--- src/rtl/dcp_pkg.sv ---
package dcp_pkg;

  typedef enum logic [1:0] {
    ST_IDLE = 2'd0,
    ST_SRC  = 2'd1,
    ST_SINK = 2'd2
  } seqState_t;

  typedef struct packed {
    logic clrCnt;
    logic selSink;
    logic clrResult;
    logic setPass;
    logic setFail;
  } seqStrobe_t;

endpackage

--- src/rtl/dcp_sync.sv ---
module dcp_sync #(
  parameter int WIDTH  = 2,
  parameter int STAGES = 2
) (
  input  logic             clk,
  input  logic             rstN,
  input  logic [WIDTH-1:0] asyncIn,
  output logic [WIDTH-1:0] syncOut
);

  logic [WIDTH-1:0] chain [STAGES];

  generate
    for (genvar s = 0; s < STAGES; s++) begin : g_stage
      if (s == 0) begin : g_first
        always_ff @(posedge clk or negedge rstN) begin
          if (!rstN) chain[0] <= '0;
          else       chain[0] <= asyncIn;
        end
      end else begin : g_next
        always_ff @(posedge clk or negedge rstN) begin
          if (!rstN) chain[s] <= '0;
          else       chain[s] <= chain[s-1];
        end
      end
    end
  endgenerate

  assign syncOut = chain[STAGES-1];

endmodule

--- src/rtl/dcp_datapath.sv ---
module dcp_datapath
  import dcp_pkg::*;
#(
  parameter int PH1_MS      = 100,
  parameter int PH2_MS      = 40,
  parameter int SYNC_STAGES = 2
) (
  input  logic       clk,
  input  logic       rstN,
  input  logic       msTick,
  input  logic       dpCmpRaw,
  input  logic       dmCmpRaw,
  input  seqStrobe_t strobe,
  output logic       phaseEnd,
  output logic       dpHigh,
  output logic       dmHigh,
  output logic       donePulse,
  output logic       passFlag,
  output logic       failFlag
);

  localparam int MAX_MS = (PH1_MS > PH2_MS) ? PH1_MS : PH2_MS;
  localparam int CNT_W  = (MAX_MS < 2) ? 1 : $clog2(MAX_MS);
  localparam logic [CNT_W-1:0] LAST1 = CNT_W'(PH1_MS - 1);
  localparam logic [CNT_W-1:0] LAST2 = CNT_W'(PH2_MS - 1);

  logic [CNT_W-1:0] msCnt;
  logic [CNT_W-1:0] lastCnt;
  logic [1:0]       cmpSync;

  dcp_sync #(.WIDTH(2), .STAGES(SYNC_STAGES)) uSync (
    .clk    (clk),
    .rstN   (rstN),
    .asyncIn({dpCmpRaw, dmCmpRaw}),
    .syncOut(cmpSync)
  );

  assign dpHigh   = cmpSync[1];
  assign dmHigh   = cmpSync[0];
  assign lastCnt  = strobe.selSink ? LAST2 : LAST1;
  assign phaseEnd = msTick && (msCnt == lastCnt);

  always_ff @(posedge clk or negedge rstN) begin
    if (!rstN)             msCnt <= '0;
    else if (strobe.clrCnt) msCnt <= '0;
    else if (msTick)       msCnt <= msCnt + 1'b1;
  end

  always_ff @(posedge clk or negedge rstN) begin
    if (!rstN) begin
      donePulse <= 1'b0;
      passFlag  <= 1'b0;
      failFlag  <= 1'b0;
    end else begin
      donePulse <= strobe.setPass | strobe.setFail;
      if (strobe.clrResult) begin
        passFlag <= 1'b0;
        failFlag <= 1'b0;
      end else if (strobe.setPass) begin
        passFlag <= 1'b1;
      end else if (strobe.setFail) begin
        failFlag <= 1'b1;
      end
    end
  end

endmodule

--- src/rtl/dcp_ctrl.sv ---
module dcp_ctrl
  import dcp_pkg::*;
(
  input  logic       clk,
  input  logic       rstN,
  input  logic       startPulse,
  input  logic       busValid,
  input  logic       abortReq,
  input  logic       phaseEnd,
  input  logic       dpHigh,
  input  logic       dmHigh,
  output seqStrobe_t strobe,
  output logic       dpSrcEn,
  output logic       dmSinkEn
);

  seqState_t state, stateNext;
  logic      stopNow;

  assign stopNow = !busValid || abortReq;

  always_ff @(posedge clk or negedge rstN) begin
    if (!rstN) state <= ST_IDLE;
    else       state <= stateNext;
  end

  always_comb begin
    stateNext = state;
    strobe    = '0;
    strobe.selSink = (state == ST_SINK);
    unique case (state)
      ST_IDLE: begin
        strobe.clrCnt = 1'b1;
        if (startPulse && !stopNow) begin
          strobe.clrResult = 1'b1;
          stateNext        = ST_SRC;
        end
      end
      ST_SRC: begin
        if (stopNow) begin
          strobe.setFail = 1'b1;
          strobe.clrCnt  = 1'b1;
          stateNext      = ST_IDLE;
        end else if (phaseEnd) begin
          strobe.clrCnt = 1'b1;
          if (dpHigh && dmHigh) begin
            stateNext = ST_SINK;
          end else begin
            strobe.setFail = 1'b1;
            stateNext      = ST_IDLE;
          end
        end
      end
      ST_SINK: begin
        if (stopNow) begin
          strobe.setFail = 1'b1;
          strobe.clrCnt  = 1'b1;
          stateNext      = ST_IDLE;
        end else if (phaseEnd) begin
          strobe.clrCnt = 1'b1;
          stateNext     = ST_IDLE;
          if (!dpHigh && !dmHigh) strobe.setPass = 1'b1;
          else                    strobe.setFail = 1'b1;
        end
      end
      default: stateNext = ST_IDLE;
    endcase
  end

  assign dpSrcEn  = (state == ST_SRC) || (state == ST_SINK);
  assign dmSinkEn = (state == ST_SINK);

endmodule

--- src/rtl/dcp_probe_seq.sv ---
module dcp_probe_seq
  import dcp_pkg::*;
#(
  parameter int PH1_MS      = 100,
  parameter int PH2_MS      = 40,
  parameter int SYNC_STAGES = 2
) (
  input  logic clk,
  input  logic rstN,
  input  logic msTick,
  input  logic startPulse,
  input  logic busValid,
  input  logic abortReq,
  input  logic dpCmpRaw,
  input  logic dmCmpRaw,
  output logic dpSrcEn,
  output logic dmSinkEn,
  output logic donePulse,
  output logic passFlag,
  output logic failFlag
);

  seqStrobe_t strobe;
  logic       phaseEnd;
  logic       dpHigh;
  logic       dmHigh;

  dcp_ctrl uCtrl (
    .clk       (clk),
    .rstN      (rstN),
    .startPulse(startPulse),
    .busValid  (busValid),
    .abortReq  (abortReq),
    .phaseEnd  (phaseEnd),
    .dpHigh    (dpHigh),
    .dmHigh    (dmHigh),
    .strobe    (strobe),
    .dpSrcEn   (dpSrcEn),
    .dmSinkEn  (dmSinkEn)
  );

  dcp_datapath #(
    .PH1_MS     (PH1_MS),
    .PH2_MS     (PH2_MS),
    .SYNC_STAGES(SYNC_STAGES)
  ) uPath (
    .clk      (clk),
    .rstN     (rstN),
    .msTick   (msTick),
    .dpCmpRaw (dpCmpRaw),
    .dmCmpRaw (dmCmpRaw),
    .strobe   (strobe),
    .phaseEnd (phaseEnd),
    .dpHigh   (dpHigh),
    .dmHigh   (dmHigh),
    .donePulse(donePulse),
    .passFlag (passFlag),
    .failFlag (failFlag)
  );

endmodule

--- config.mk ---
export PLATFORM = sky130hd
export DESIGN_NAME = dcp_probe_seq
export DESIGN_NICKNAME = d
export VERILOG_FILES = /design/src/rtl/dcp_pkg.sv /design/src/rtl/dcp_sync.sv /design/src/rtl/dcp_datapath.sv /design/src/rtl/dcp_ctrl.sv /design/src/rtl/dcp_probe_seq.sv
export SDC_FILE = /design/constraint.sdc
export NUM_CORES = 1
export LEC_CHECK = 0
export ABC_AREA = 1
export BUFFER_PORTS_ARGS = -buffer_cell sky130_fd_sc_hd__buf_2
export CAP_MARGIN = 20
export CORE_MARGIN = 5
export CORE_UTILIZATION = 36
export CTS_BUF_LIST = sky130_fd_sc_hd__clkbuf_8 sky130_fd_sc_hd__clkbuf_16
export DETAILED_ROUTE_END_ITERATION = 6
export HOLD_SLACK_MARGIN = 0.06
export PLACE_DENSITY_LB_ADDON = 0.2
export SKIP_CTS_REPAIR_TIMING = 1
export SYNTH_ARGS = -nofsm -noshare
export SYNTH_HDL_FRONTEND = slang
export SYNTH_SLANG_ARGS = --single-unit
--- constraint.sdc ---
create_clock -name clk -period 1.7 [get_ports clk]
set_input_delay 0.085 -clock clk [delete_from_list [all_inputs] [get_ports clk]]
set_output_delay 0.085 -clock clk [all_outputs]
set_load 0.02 [all_outputs]
==> results of run 1 <==
## layout make-up
| class | count | area (um^2) |
|---|---|---|
| Fill cell | 236 | 1190 |
| Tap cell | 28 | 35.0 |
| Inverter | 15 | 56.3 |
| Multi-Input combinational cell | 62 | 380 |
| Timing Repair Buffer | 15 | 90.1 |
| Sequential cell | 16 | 400 |
| Clock buffer | 4 | 55.1 |
## sequential cells by signal (all words and copies together), names as in the netlist
name and cells:
uPath.failFlag 1, uCtrl.state 2, uPath.donePulse 1, uPath.passFlag 1, uPath.msCnt 7, uPath.uSync.chain 2, uPath.uSync.syncOut 2
## synthesized netlist by cell type
master,instances,area (um^2)
sky130_fd_sc_hd__a21oi_1,7,35.0
sky130_fd_sc_hd__a21oi_2,2,17.5
sky130_fd_sc_hd__dfrtp_1,16,400
sky130_fd_sc_hd__ha_1,5,62.6
sky130_fd_sc_hd__inv_1,15,56.3
sky130_fd_sc_hd__mux2i_1,1,10.0
sky130_fd_sc_hd__nand2_1,17,63.8
sky130_fd_sc_hd__nand2_2,3,18.8
sky130_fd_sc_hd__nand2_4,1,11.3
sky130_fd_sc_hd__nand3_1,6,30.0
sky130_fd_sc_hd__nand3_2,1,10.0
sky130_fd_sc_hd__nand4_1,3,18.8
sky130_fd_sc_hd__nor2_1,1,3.75
sky130_fd_sc_hd__nor2_2,3,18.8
sky130_fd_sc_hd__nor2_4,1,11.3
sky130_fd_sc_hd__nor3_1,2,10.0
sky130_fd_sc_hd__o21a_1,1,7.51
sky130_fd_sc_hd__o21ai_0,3,15.0
sky130_fd_sc_hd__o21ai_1,2,10.0
sky130_fd_sc_hd__xnor2_1,2,17.5
sky130_fd_sc_hd__xor2_1,1,8.76
## worst max path at each step
stage | from | end | slack, ns | cells after the start
2_1_floorplan | uCtrl.state[0] | uPath.msCnt[0] | 0.21 | 10
3_3_place_gp | uCtrl.state[0] | uPath.msCnt[3] | 0.26 | 10
3_5_place_dp | uCtrl.state[0] | uPath.msCnt[4] | 0.19 | 10
4_1_cts | uCtrl.state[0] | uPath.msCnt[4] | 0.18 | 10
5_1_grt | uCtrl.state[0] | uPath.msCnt[4] | 0.03 | 10
6_report | uCtrl.state[0] | uPath.msCnt[4] | 0.20 | 10
## worst max-delay path: cells and delay by family (launching register included)
family | cells | cell delay [ns]
flops | 1 | 0.41
simple gates | 6 | 0.46
fa+ha+maj | 1 | 0.23
buf+inv | 2 | 0.18
compound gates | 1 | 0.14
## power by group through the flow
stage / clock, mW / sequential [mW] / combinational, mW
after global routing: 0.374 / 0.493 / 0.439
final: 0.343 / 0.481 / 0.389
after detailed placement: 0 / 0.490 / 0.390
after floorplan: 0 / 0.513 / 0.257
after global placement: 0 / 0.485 / 0.392
after CTS: 0.357 / 0.482 / 0.392
## placed cells by master (no fill, tap or decap), types with 2 or more instances in the layout
cell | synthesis | final
sky130_fd_sc_hd__nand2_1 | 17 | 17
sky130_fd_sc_hd__dfrtp_1 | 16 | 16
sky130_fd_sc_hd__inv_1 | 15 | 15
sky130_fd_sc_hd__buf_2 | 0 | 12
sky130_fd_sc_hd__a21oi_1 | 7 | 7
sky130_fd_sc_hd__nand3_1 | 6 | 6
sky130_fd_sc_hd__ha_1 | 5 | 5
sky130_fd_sc_hd__clkbuf_8 | 0 | 4
sky130_fd_sc_hd__nor2_2 | 3 | 3
sky130_fd_sc_hd__nand2_2 | 3 | 3
sky130_fd_sc_hd__o21ai_0 | 3 | 3
sky130_fd_sc_hd__nand4_1 | 3 | 3
sky130_fd_sc_hd__dlygate4sd3_1 | 0 | 3
sky130_fd_sc_hd__nor3_1 | 2 | 2
sky130_fd_sc_hd__a21oi_2 | 2 | 2
sky130_fd_sc_hd__xnor2_1 | 2 | 2
sky130_fd_sc_hd__o21ai_1 | 2 | 2
## kinds of logic after synthesis
logic type | synth area share [%]
fa+ha+maj | 7.47
xor+xnor | 3.14
compound gates | 10.2
simple gates | 23.5
buf+inv | 6.73
flops | 47.8
mux | 1.20
## metal layers
metal / up-vias / routed length (um) / global-route usage (%)
met5: - / 0 / 0
met4: 0 / 12 / 2.98
met3: 2 / 67 / 4.68
met2: 9 / 709 / 15.8
met1: 307 / 789 / 14.7
li1: 340 / - / -
==> impl_results.html, run 1 <==
<table>
<tr><th>Metric</th><th>Value</th></tr>
<tr><th colspan="2">STA</th></tr>
<tr><td>Worst-Margin Slew</td><td>0.358 ns</td></tr>
<tr><td>Total negative slack</td><td>0 ns</td></tr>
<tr><td>Worst hold margin</td><td>0.159 ns</td></tr>
<tr><td>Setup-failing EPs final</td><td>0</td></tr>
<tr><td>Max Fclk</td><td>667 MHz</td></tr>
<tr><td>Setup repair after global routing missed its margin</td><td>no</td></tr>
<tr><td>Period Utilization, post-route</td><td>88.2%</td></tr>
<tr><td>Worst Setup Slack, final</td><td>0.200 ns</td></tr>
<tr><td>Clock Skew</td><td>0.00462 ns</td></tr>
<tr><td>Min Tclk post-route</td><td>1.50 ns</td></tr>
<tr><td>Worst relative slew slack</td><td>75.9%</td></tr>
<tr><td>Hold Fails Final Rpt</td><td>0</td></tr>
<tr><td>Final max-slew violation count</td><td>0</td></tr>
<tr><th colspan="2">Detailed routing</th></tr>
<tr><td>Routed WL per cell</td><td>11.3 um</td></tr>
<tr><td>Post-DR vias/cell</td><td>4.70</td></tr>
<tr><td>Count of nets left with antenna violations after detail routing</td><td>0</td></tr>
<tr><td>Detailed Routing Iterations Pass 1</td><td>4</td></tr>
<tr><td>DRT iter0 DRCs</td><td>14</td></tr>
<tr><td>Total vias in the final route</td><td>658</td></tr>
<tr><td>Total DRC errors in the routed layout</td><td>0</td></tr>
<tr><td>Final wirelength</td><td>1.58 mm</td></tr>
<tr><th colspan="2">Pwr</th></tr>
<tr><td>Total Power Consumption</td><td>1.21 mW</td></tr>
<tr><td>Power Internal</td><td>0.786 mW</td></tr>
<tr><td>Leakage</td><td>0.474 nW</td></tr>
<tr><td>Net Sw Power</td><td>0.426 mW</td></tr>
<tr><td>Pwr dens</td><td>1190 mW/mm^2</td></tr>
<tr><td>Share of total power in the clock network</td><td>28.2%</td></tr>
<tr><td>Maximum ir drop on the vdd rail</td><td>0.619 mV</td></tr>
<tr><td>Portion of total power attributed to sequential cells</td><td>39.7%</td></tr>
<tr><td>Switching share of power</td><td>35.2%</td></tr>
<tr><td>Power share of the combinational group</td><td>32.1%</td></tr>
<tr><th colspan="2">Floorplan</th></tr>
<tr><td>Initial Util</td><td>37.8%</td></tr>
<tr><td>Core area</td><td>0.00221 mm^2</td></tr>
<tr><td>Horizontal extent of the die</td><td>58.2 um</td></tr>
<tr><td>Die Outline Area</td><td>0.00339 mm^2</td></tr>
<tr><td>Standard-cell row count</td><td>17</td></tr>
<tr><td>IO Pins</td><td>13</td></tr>
<tr><td>Height of the die</td><td>58.2 um</td></tr>
<tr><th colspan="2">Min path</th></tr>
<tr><td>Worst min-delay path class</td><td>input pin to flip-flop</td></tr>
<tr><td>End point of the most critical hold path</td><td>uCtrl.state[1]</td></tr>
<tr><td>HP Start</td><td>abortReq</td></tr>
<tr><td>Instance count along the most critical hold path</td><td>4</td></tr>
<tr><th colspan="2">Setup path</th></tr>
<tr><td>Worst Reg-to-Reg Cells</td><td>10</td></tr>
<tr><td>Data required time at the worst endpoint</td><td>1.88 ns</td></tr>
<tr><td>Worst-path cell with the longest stage delay</td><td>sky130_fd_sc_hd__dfrtp_1</td></tr>
<tr><td>R2R setup slack</td><td>0.20 ns</td></tr>
<tr><td>Top fanout value on the critical path</td><td>7</td></tr>
<tr><td>Crit path cell chain</td><td>inv_1, ha_1, inv_1, nand3_1, nand2_1, nand2_1, nand2_2, nand2_2, nand2_4, a21oi_1</td></tr>
<tr><td>Critical path start-end classification</td><td>flip-flop to flip-flop</td></tr>
<tr><td>Max stage delay on crit path</td><td>0.41 ns</td></tr>
<tr><td>Critical R2R Capture</td><td>uPath.msCnt[4]</td></tr>
<tr><td>Crit end category</td><td>flip-flop</td></tr>
<tr><td>Beginning of the worst register-to-register path</td><td>uCtrl.state[0]</td></tr>
<tr><td>Crit path launch type</td><td>flip-flop</td></tr>
<tr><td>Worst path arrival time</td><td>1.68 ns</td></tr>
<tr><th colspan="2">CTS</th></tr>
<tr><td>Deepest level of the CTS H-tree</td><td>1</td></tr>
<tr><td>Clock edge transition at the registers on the reported setup and hold paths</td><td>0.07 ns</td></tr>
<tr><td>Sinks on the clock net</td><td>16</td></tr>
<tr><td>Clock Latency Late Sink</td><td>0.25 ns</td></tr>
<tr><td>TritonCTS clock tree</td><td>built</td></tr>
<tr><td>Cts bufs inserted</td><td>3</td></tr>
<tr><td>Clock Path Buffers</td><td>2</td></tr>
<tr><td>Clock root buffer master</td><td>sky130_fd_sc_hd__clkbuf_8</td></tr>
<tr><th colspan="2">Yosys</th></tr>
<tr><td>Average cell area after synthesis</td><td>9.00 um^2</td></tr>
<tr><td>Number of register bits inferred by synthesis</td><td>16</td></tr>
<tr><td>Number of distinct standard cells referenced by the synthesized netlist</td><td>21</td></tr>
<tr><td>Post-synth net total</td><td>106</td></tr>
<tr><td>Synth Warn #</td><td>0</td></tr>
<tr><td>Netlist area before placement</td><td>837 um^2</td></tr>
<tr><td>Post-Syn Instances</td><td>93</td></tr>
<tr><td>Proportion of synthesized chip area in sequential cells</td><td>47.8%</td></tr>
<tr><th colspan="2">Global route</th></tr>
<tr><td>Overall Global Routing Usage</td><td>10.9%</td></tr>
<tr><td>Via count of the first global-routing pass</td><td>597</td></tr>
<tr><td>Number of antenna violations at the first check in global routing</td><td>0</td></tr>
<tr><td>Wire length of the first global-routing pass</td><td>2.78 mm</td></tr>
<tr><td>Pin count of the biggest net entering global routing</td><td>17</td></tr>
<tr><td>GRT overflow</td><td>0</td></tr>
<tr><th colspan="2">Place</th></tr>
<tr><td>Buffers added on ports</td><td>12</td></tr>
<tr><td>Placement Setup Slack</td><td>0.194 ns</td></tr>
<tr><td>Final Wtd Congestion</td><td>0.812</td></tr>
<tr><td>Cell Count Post-Placement</td><td>133</td></tr>
<tr><td>Post-DP HPWL</td><td>1.20 mm</td></tr>
<tr><td>Instance area at placement</td><td>932 um^2</td></tr>
<tr><th colspan="2">Run</th></tr>
<tr><td>Max Cap Violations</td><td>0</td></tr>
<tr><th colspan="2">Finish</th></tr>
<tr><td>Post-Route Utilization</td><td>46.0%</td></tr>
<tr><td>Proportion of layout cells with a drive suffix above 1</td><td>24.1%</td></tr>
<tr><td>Area of all placed cells without fillers</td><td>0.00102 mm^2</td></tr>
<tr><td>Fin cells</td><td>140</td></tr>
<tr><td>Net count reported at finish</td><td>126</td></tr>
<tr><td>Number of inserted diodes</td><td>0</td></tr>
<tr><td>Layout Area Growth over Synthesis</td><td>21.5%</td></tr>
<tr><th colspan="2">Run status</th></tr>
<tr><td>Status</td><td>finished clean</td></tr>
</table>
Note: power is estimated with default switching activity, not from simulation.
==> run 2: changes to the inputs <==
- SYNTH_HIERARCHICAL: not set -> 1
==> run 2 against run 1 <==
- first-iteration DRC count increased by 29%
- critical path type unchanged
- the flow now finishes with violations (setup timing)
- maximum frequency decreased by 13%
- utilization increased by 4.7 points
- sequential share of layout area decreased by 6.5 points
- area after synthesis increased by 6.1%
==> impl_results.html, run 2 <==
<table>
<tr><th>Metric</th><th>Value</th></tr>
<tr><th colspan="2">Detailed routing</th></tr>
<tr><td>Post-DR vias/cell</td><td>4.47</td></tr>
<tr><td>Max layer used</td><td>met4</td></tr>
<tr><td>Count of nets left with antenna violations after detail routing</td><td>0</td></tr>
<tr><td>Total DRC errors in the routed layout</td><td>0</td></tr>
<tr><td>Routed met3 length</td><td>47 um</td></tr>
<tr><td>Routed WL per cell</td><td>10.9 um</td></tr>
<tr><td>Detailed Routing Iterations Pass 1</td><td>6</td></tr>
<tr><td>Met2 wire length</td><td>923 um</td></tr>
<tr><td>DRT iter0 DRCs</td><td>18</td></tr>
<tr><td>Total vias in the final route</td><td>764</td></tr>
<tr><td>Routed met1 length</td><td>842 um</td></tr>
<tr><td>Final wirelength</td><td>1.87 mm</td></tr>
<tr><th colspan="2">Place</th></tr>
<tr><td>Cell Count Post-Placement</td><td>157</td></tr>
<tr><td>Buffers added on ports</td><td>12</td></tr>
<tr><td>Instance area at placement</td><td>0.00104 mm^2</td></tr>
<tr><td>Final Wtd Congestion</td><td>0.815</td></tr>
<tr><td>Placement Setup Slack</td><td>-0.0533 ns</td></tr>
<tr><td>Post-DP HPWL</td><td>1.34 mm</td></tr>
<tr><th colspan="2">Setup path</th></tr>
<tr><td>Crit end category</td><td>flip-flop</td></tr>
<tr><td>Data required time at the worst endpoint</td><td>1.89 ns</td></tr>
<tr><td>Top fanout value on the critical path</td><td>4</td></tr>
<tr><td>Critical path start-end classification</td><td>flip-flop to flip-flop</td></tr>
<tr><td>Worst path arrival time</td><td>1.92 ns</td></tr>
<tr><td>Crit path launch type</td><td>flip-flop</td></tr>
<tr><th colspan="2">Finish</th></tr>
<tr><td>Seq. cell area</td><td>402 um^2</td></tr>
<tr><td>Number of fill cells</td><td>224</td></tr>
<tr><td>Proportion of layout cells with a drive suffix above 1</td><td>39.0%</td></tr>
<tr><td>Register name with the most flops</td><td>uPath/msCnt</td></tr>
<tr><td>Most frequent cells in the layout</td><td>sky130_fd_sc_hd__nand2_1 (22), sky130_fd_sc_hd__inv_1 (15), sky130_fd_sc_hd__dfrtp_1 (15)</td></tr>
<tr><td>Net count reported at finish</td><td>155</td></tr>
<tr><td>Largest register FFs</td><td>7</td></tr>
<tr><td>Area of all placed cells without fillers</td><td>0.00122 mm^2</td></tr>
<tr><td>Most common library cell in the layout ignoring fill and taps</td><td>sky130_fd_sc_hd__nand2_1</td></tr>
<tr><td>Layout Area Growth over Synthesis</td><td>37.6%</td></tr>
<tr><td>Post-Route Utilization</td><td>50.7%</td></tr>
<tr><td>Fin cells</td><td>171</td></tr>
<tr><td>Number of inserted diodes</td><td>0</td></tr>
<tr><td>Total area of multi-input combinational cells</td><td>445 um^2</td></tr>
<tr><th colspan="2">Global route</th></tr>
<tr><td>Pin count of the biggest net entering global routing</td><td>17</td></tr>
<tr><td>Overall Global Routing Usage</td><td>11.4%</td></tr>
<tr><td>Wire length of the first global-routing pass</td><td>3.02 mm</td></tr>
<tr><td>Via count of the first global-routing pass</td><td>736</td></tr>
<tr><td>GRT overflow</td><td>0</td></tr>
<tr><td>Number of antenna violations at the first check in global routing</td><td>0</td></tr>
<tr><th colspan="2">STA</th></tr>
<tr><td>Period Utilization, post-route</td><td>102%</td></tr>
<tr><td>Min Tclk post-route</td><td>1.73 ns</td></tr>
<tr><td>Max Fclk</td><td>578 MHz</td></tr>
<tr><td>Worst-Margin Slew</td><td>0.352 ns</td></tr>
<tr><td>Worst hold margin</td><td>0.151 ns</td></tr>
<tr><td>Worst relative slew slack</td><td>76.5%</td></tr>
<tr><td>Clock Skew</td><td>0.00585 ns</td></tr>
<tr><td>Worst Setup Slack, final</td><td>-0.0310 ns</td></tr>
<tr><td>Setup repair after global routing missed its margin</td><td>yes</td></tr>
<tr><td>Final max-slew violation count</td><td>0</td></tr>
<tr><td>Setup-failing EPs final</td><td>3</td></tr>
<tr><td>Hold Fails Final Rpt</td><td>0</td></tr>
<tr><th colspan="2">Floorplan</th></tr>
<tr><td>Die Outline Area</td><td>0.00356 mm^2</td></tr>
<tr><td>Initial Util</td><td>36.9%</td></tr>
<tr><td>Core area</td><td>0.00241 mm^2</td></tr>
<tr><td>Height of the die</td><td>59.7 um</td></tr>
<tr><td>Horizontal extent of the die</td><td>59.7 um</td></tr>
<tr><td>IO Pins</td><td>13</td></tr>
<tr><td>Standard-cell row count</td><td>18</td></tr>
<tr><th colspan="2">Yosys</th></tr>
<tr><td>Top cell types by occurrence after synthesis</td><td>sky130_fd_sc_hd__nand2_1 (22), sky130_fd_sc_hd__inv_1 (18), sky130_fd_sc_hd__dfrtp_1 (16), sky130_fd_sc_hd__nor2_1 (13)</td></tr>
<tr><td>Synth Warn #</td><td>6</td></tr>
<tr><td>Post-synth net total</td><td>123</td></tr>
<tr><td>Number of distinct standard cells referenced by the synthesized netlist</td><td>18</td></tr>
<tr><td>Share of the synthesized area in the top cell type</td><td>45.1%</td></tr>
<tr><td>Largest family of logic cells by synthesized area</td><td>simple AND/OR/NAND/NOR gates</td></tr>
<tr><td>Post-Syn Instances</td><td>110</td></tr>
<tr><td>Post-synth EDFFs</td><td>0</td></tr>
<tr><td>Compound-Gate Fraction of Synth Area</td><td>6.20%</td></tr>
<tr><td>Average cell area after synthesis</td><td>8.08 um^2</td></tr>
<tr><td>Number of register bits inferred by synthesis</td><td>16</td></tr>
<tr><td>Ys async rst share</td><td>100%</td></tr>
<tr><td>Post-synthesis xor/xnor area fraction</td><td>0.986%</td></tr>
<tr><td>Netlist area before placement</td><td>888 um^2</td></tr>
<tr><td>Post-Synth Adder-Cell Area</td><td>7.04%</td></tr>
<tr><td>Proportion of synthesized chip area in sequential cells</td><td>45.1%</td></tr>
<tr><td>Post-synthesis share of cell area spent on and, or, nand and nor gates</td><td>30.1%</td></tr>
<tr><td>Main area contributors after synthesis</td><td>sky130_fd_sc_hd__dfrtp_1 (45%), sky130_fd_sc_hd__nand2_1 (9.3%), sky130_fd_sc_hd__inv_1 (7.6%)</td></tr>
<tr><td>Dominant synthesized flop cell</td><td>sky130_fd_sc_hd__dfrtp_1</td></tr>
<tr><td>Synth area leader</td><td>sky130_fd_sc_hd__dfrtp_1</td></tr>
<tr><td>Leading cell type by number of instances after synthesis</td><td>sky130_fd_sc_hd__nand2_1</td></tr>
<tr><td>Multiplexer fraction of the synthesized cell area</td><td>0%</td></tr>
<tr><th colspan="2">CTS</th></tr>
<tr><td>TritonCTS clock tree</td><td>built</td></tr>
<tr><td>Cts bufs inserted</td><td>3</td></tr>
<tr><td>Clock Latency Late Sink</td><td>0.25 ns</td></tr>
<tr><td>Clock edge transition at the registers on the reported setup and hold paths</td><td>0.07 ns</td></tr>
<tr><td>Clock root buffer master</td><td>sky130_fd_sc_hd__clkbuf_8</td></tr>
<tr><td>Deepest level of the CTS H-tree</td><td>1</td></tr>
<tr><td>Clock Path Buffers</td><td>2</td></tr>
<tr><td>Sinks on the clock net</td><td>16</td></tr>
<tr><th colspan="2">Run status</th></tr>
<tr><td>Violated checks</td><td>setup timing</td></tr>
<tr><td>Status</td><td>finished, violations left</td></tr>
<tr><th colspan="2">Min path</th></tr>
<tr><td>Worst min-delay path class</td><td>input pin to flip-flop</td></tr>
<tr><th colspan="2">Pwr</th></tr>
<tr><td>Leakage</td><td>0.608 nW</td></tr>
<tr><td>Pwr dens</td><td>1130 mW/mm^2</td></tr>
<tr><td>Maximum ir drop on the vdd rail</td><td>0.668 mV</td></tr>
<tr><th colspan="2">Run</th></tr>
<tr><td>Max Cap Violations</td><td>0</td></tr>
</table>
==> run 2: report_power, final <==
part / switching, mW / internal [mW] / total (mW)
registers: 0.0332 / 0.431 / 0.465
logic: 0.316 / 0.256 / 0.572
clock network: 0.136 / 0.206 / 0.341
total: 0.485 / 0.893 / 1.38
==> run 2: cell families after synthesis <==
kind of cell,count (synthesis)
AND/OR/NAND/NOR,55
buffers and inverters,22
flip-flops,16
AO/OA/AOI/OAI,11
adder cells (fa/ha/maj),5
XOR/XNOR,1
==> run 2: final cells by class <==
class,instances,area share (%)
multi-input cells,72,36.4
flip-flops and latches,16,32.9
repair buffers,30,16.9
inverters,19,6.24
clock buffers,4,4.50
well taps,30,3.07
==> run 2: metrics by stage <==
| step | setup TNS [ns] | total power, mW |
|---|---|---|
| 4_1_cts | -0.218 | 1.27 |
| 3_3_place_gp | 0 | 0.907 |
| 2_1_floorplan | -0.420 | 0.767 |
| 5_1_grt | -0.807 | 1.47 |
| 6_report | -0.0603 | 1.38 |
| 3_5_place_dp | -0.0831 | 0.907 |
==> run 2: metal layers <==
metal / global-route usage (%) / vias to the layer above
li1: - / 404
met1: 13.9 / 342
met2: 17.7 / 13
met3: 2.16 / 5
met4: 8.54 / 0
met5: 0 / -
==> run 2: final timing paths <==
| check | from | endpoint | slack, ns | depth (start not counted) |
|---|---|---|---|---|
| min | msTick | uPath/msCnt[1] | 0.15 | 3 |
| max in group asynchronous | rstN | uCtrl/state[1] | 1.15 | 2 |
| min reg2reg | uPath/uSync/chain[3] | uPath/uSync/syncOut[1] | 0.35 | 0 |
| max | uCtrl/state[1] | uPath/msCnt[5] | -0.03 | 12 |
| max reg2reg | uCtrl/state[1] | uPath/msCnt[5] | -0.03 | 12 |
| min in group asynchronous | rstN | uCtrl/state[1] | 0.27 | 2 |
==> run 2: worst max-delay path: stages, from the launching register on <==
cell	delay, ns
sky130_fd_sc_hd__dfrtp_2	0.45
sky130_fd_sc_hd__ha_4	0.18
sky130_fd_sc_hd__o21ai_2	0.05
sky130_fd_sc_hd__o21ai_2	0.07
sky130_fd_sc_hd__nor2_1	0.14
sky130_fd_sc_hd__o21ai_1	0.10
sky130_fd_sc_hd__a21oi_2	0.20
sky130_fd_sc_hd__nor2_4	0.08
sky130_fd_sc_hd__nor2_4	0.13
sky130_fd_sc_hd__nand4_1	0.09
sky130_fd_sc_hd__nand2_1	0.06
sky130_fd_sc_hd__inv_1	0.04
sky130_fd_sc_hd__nor2_2	0.06
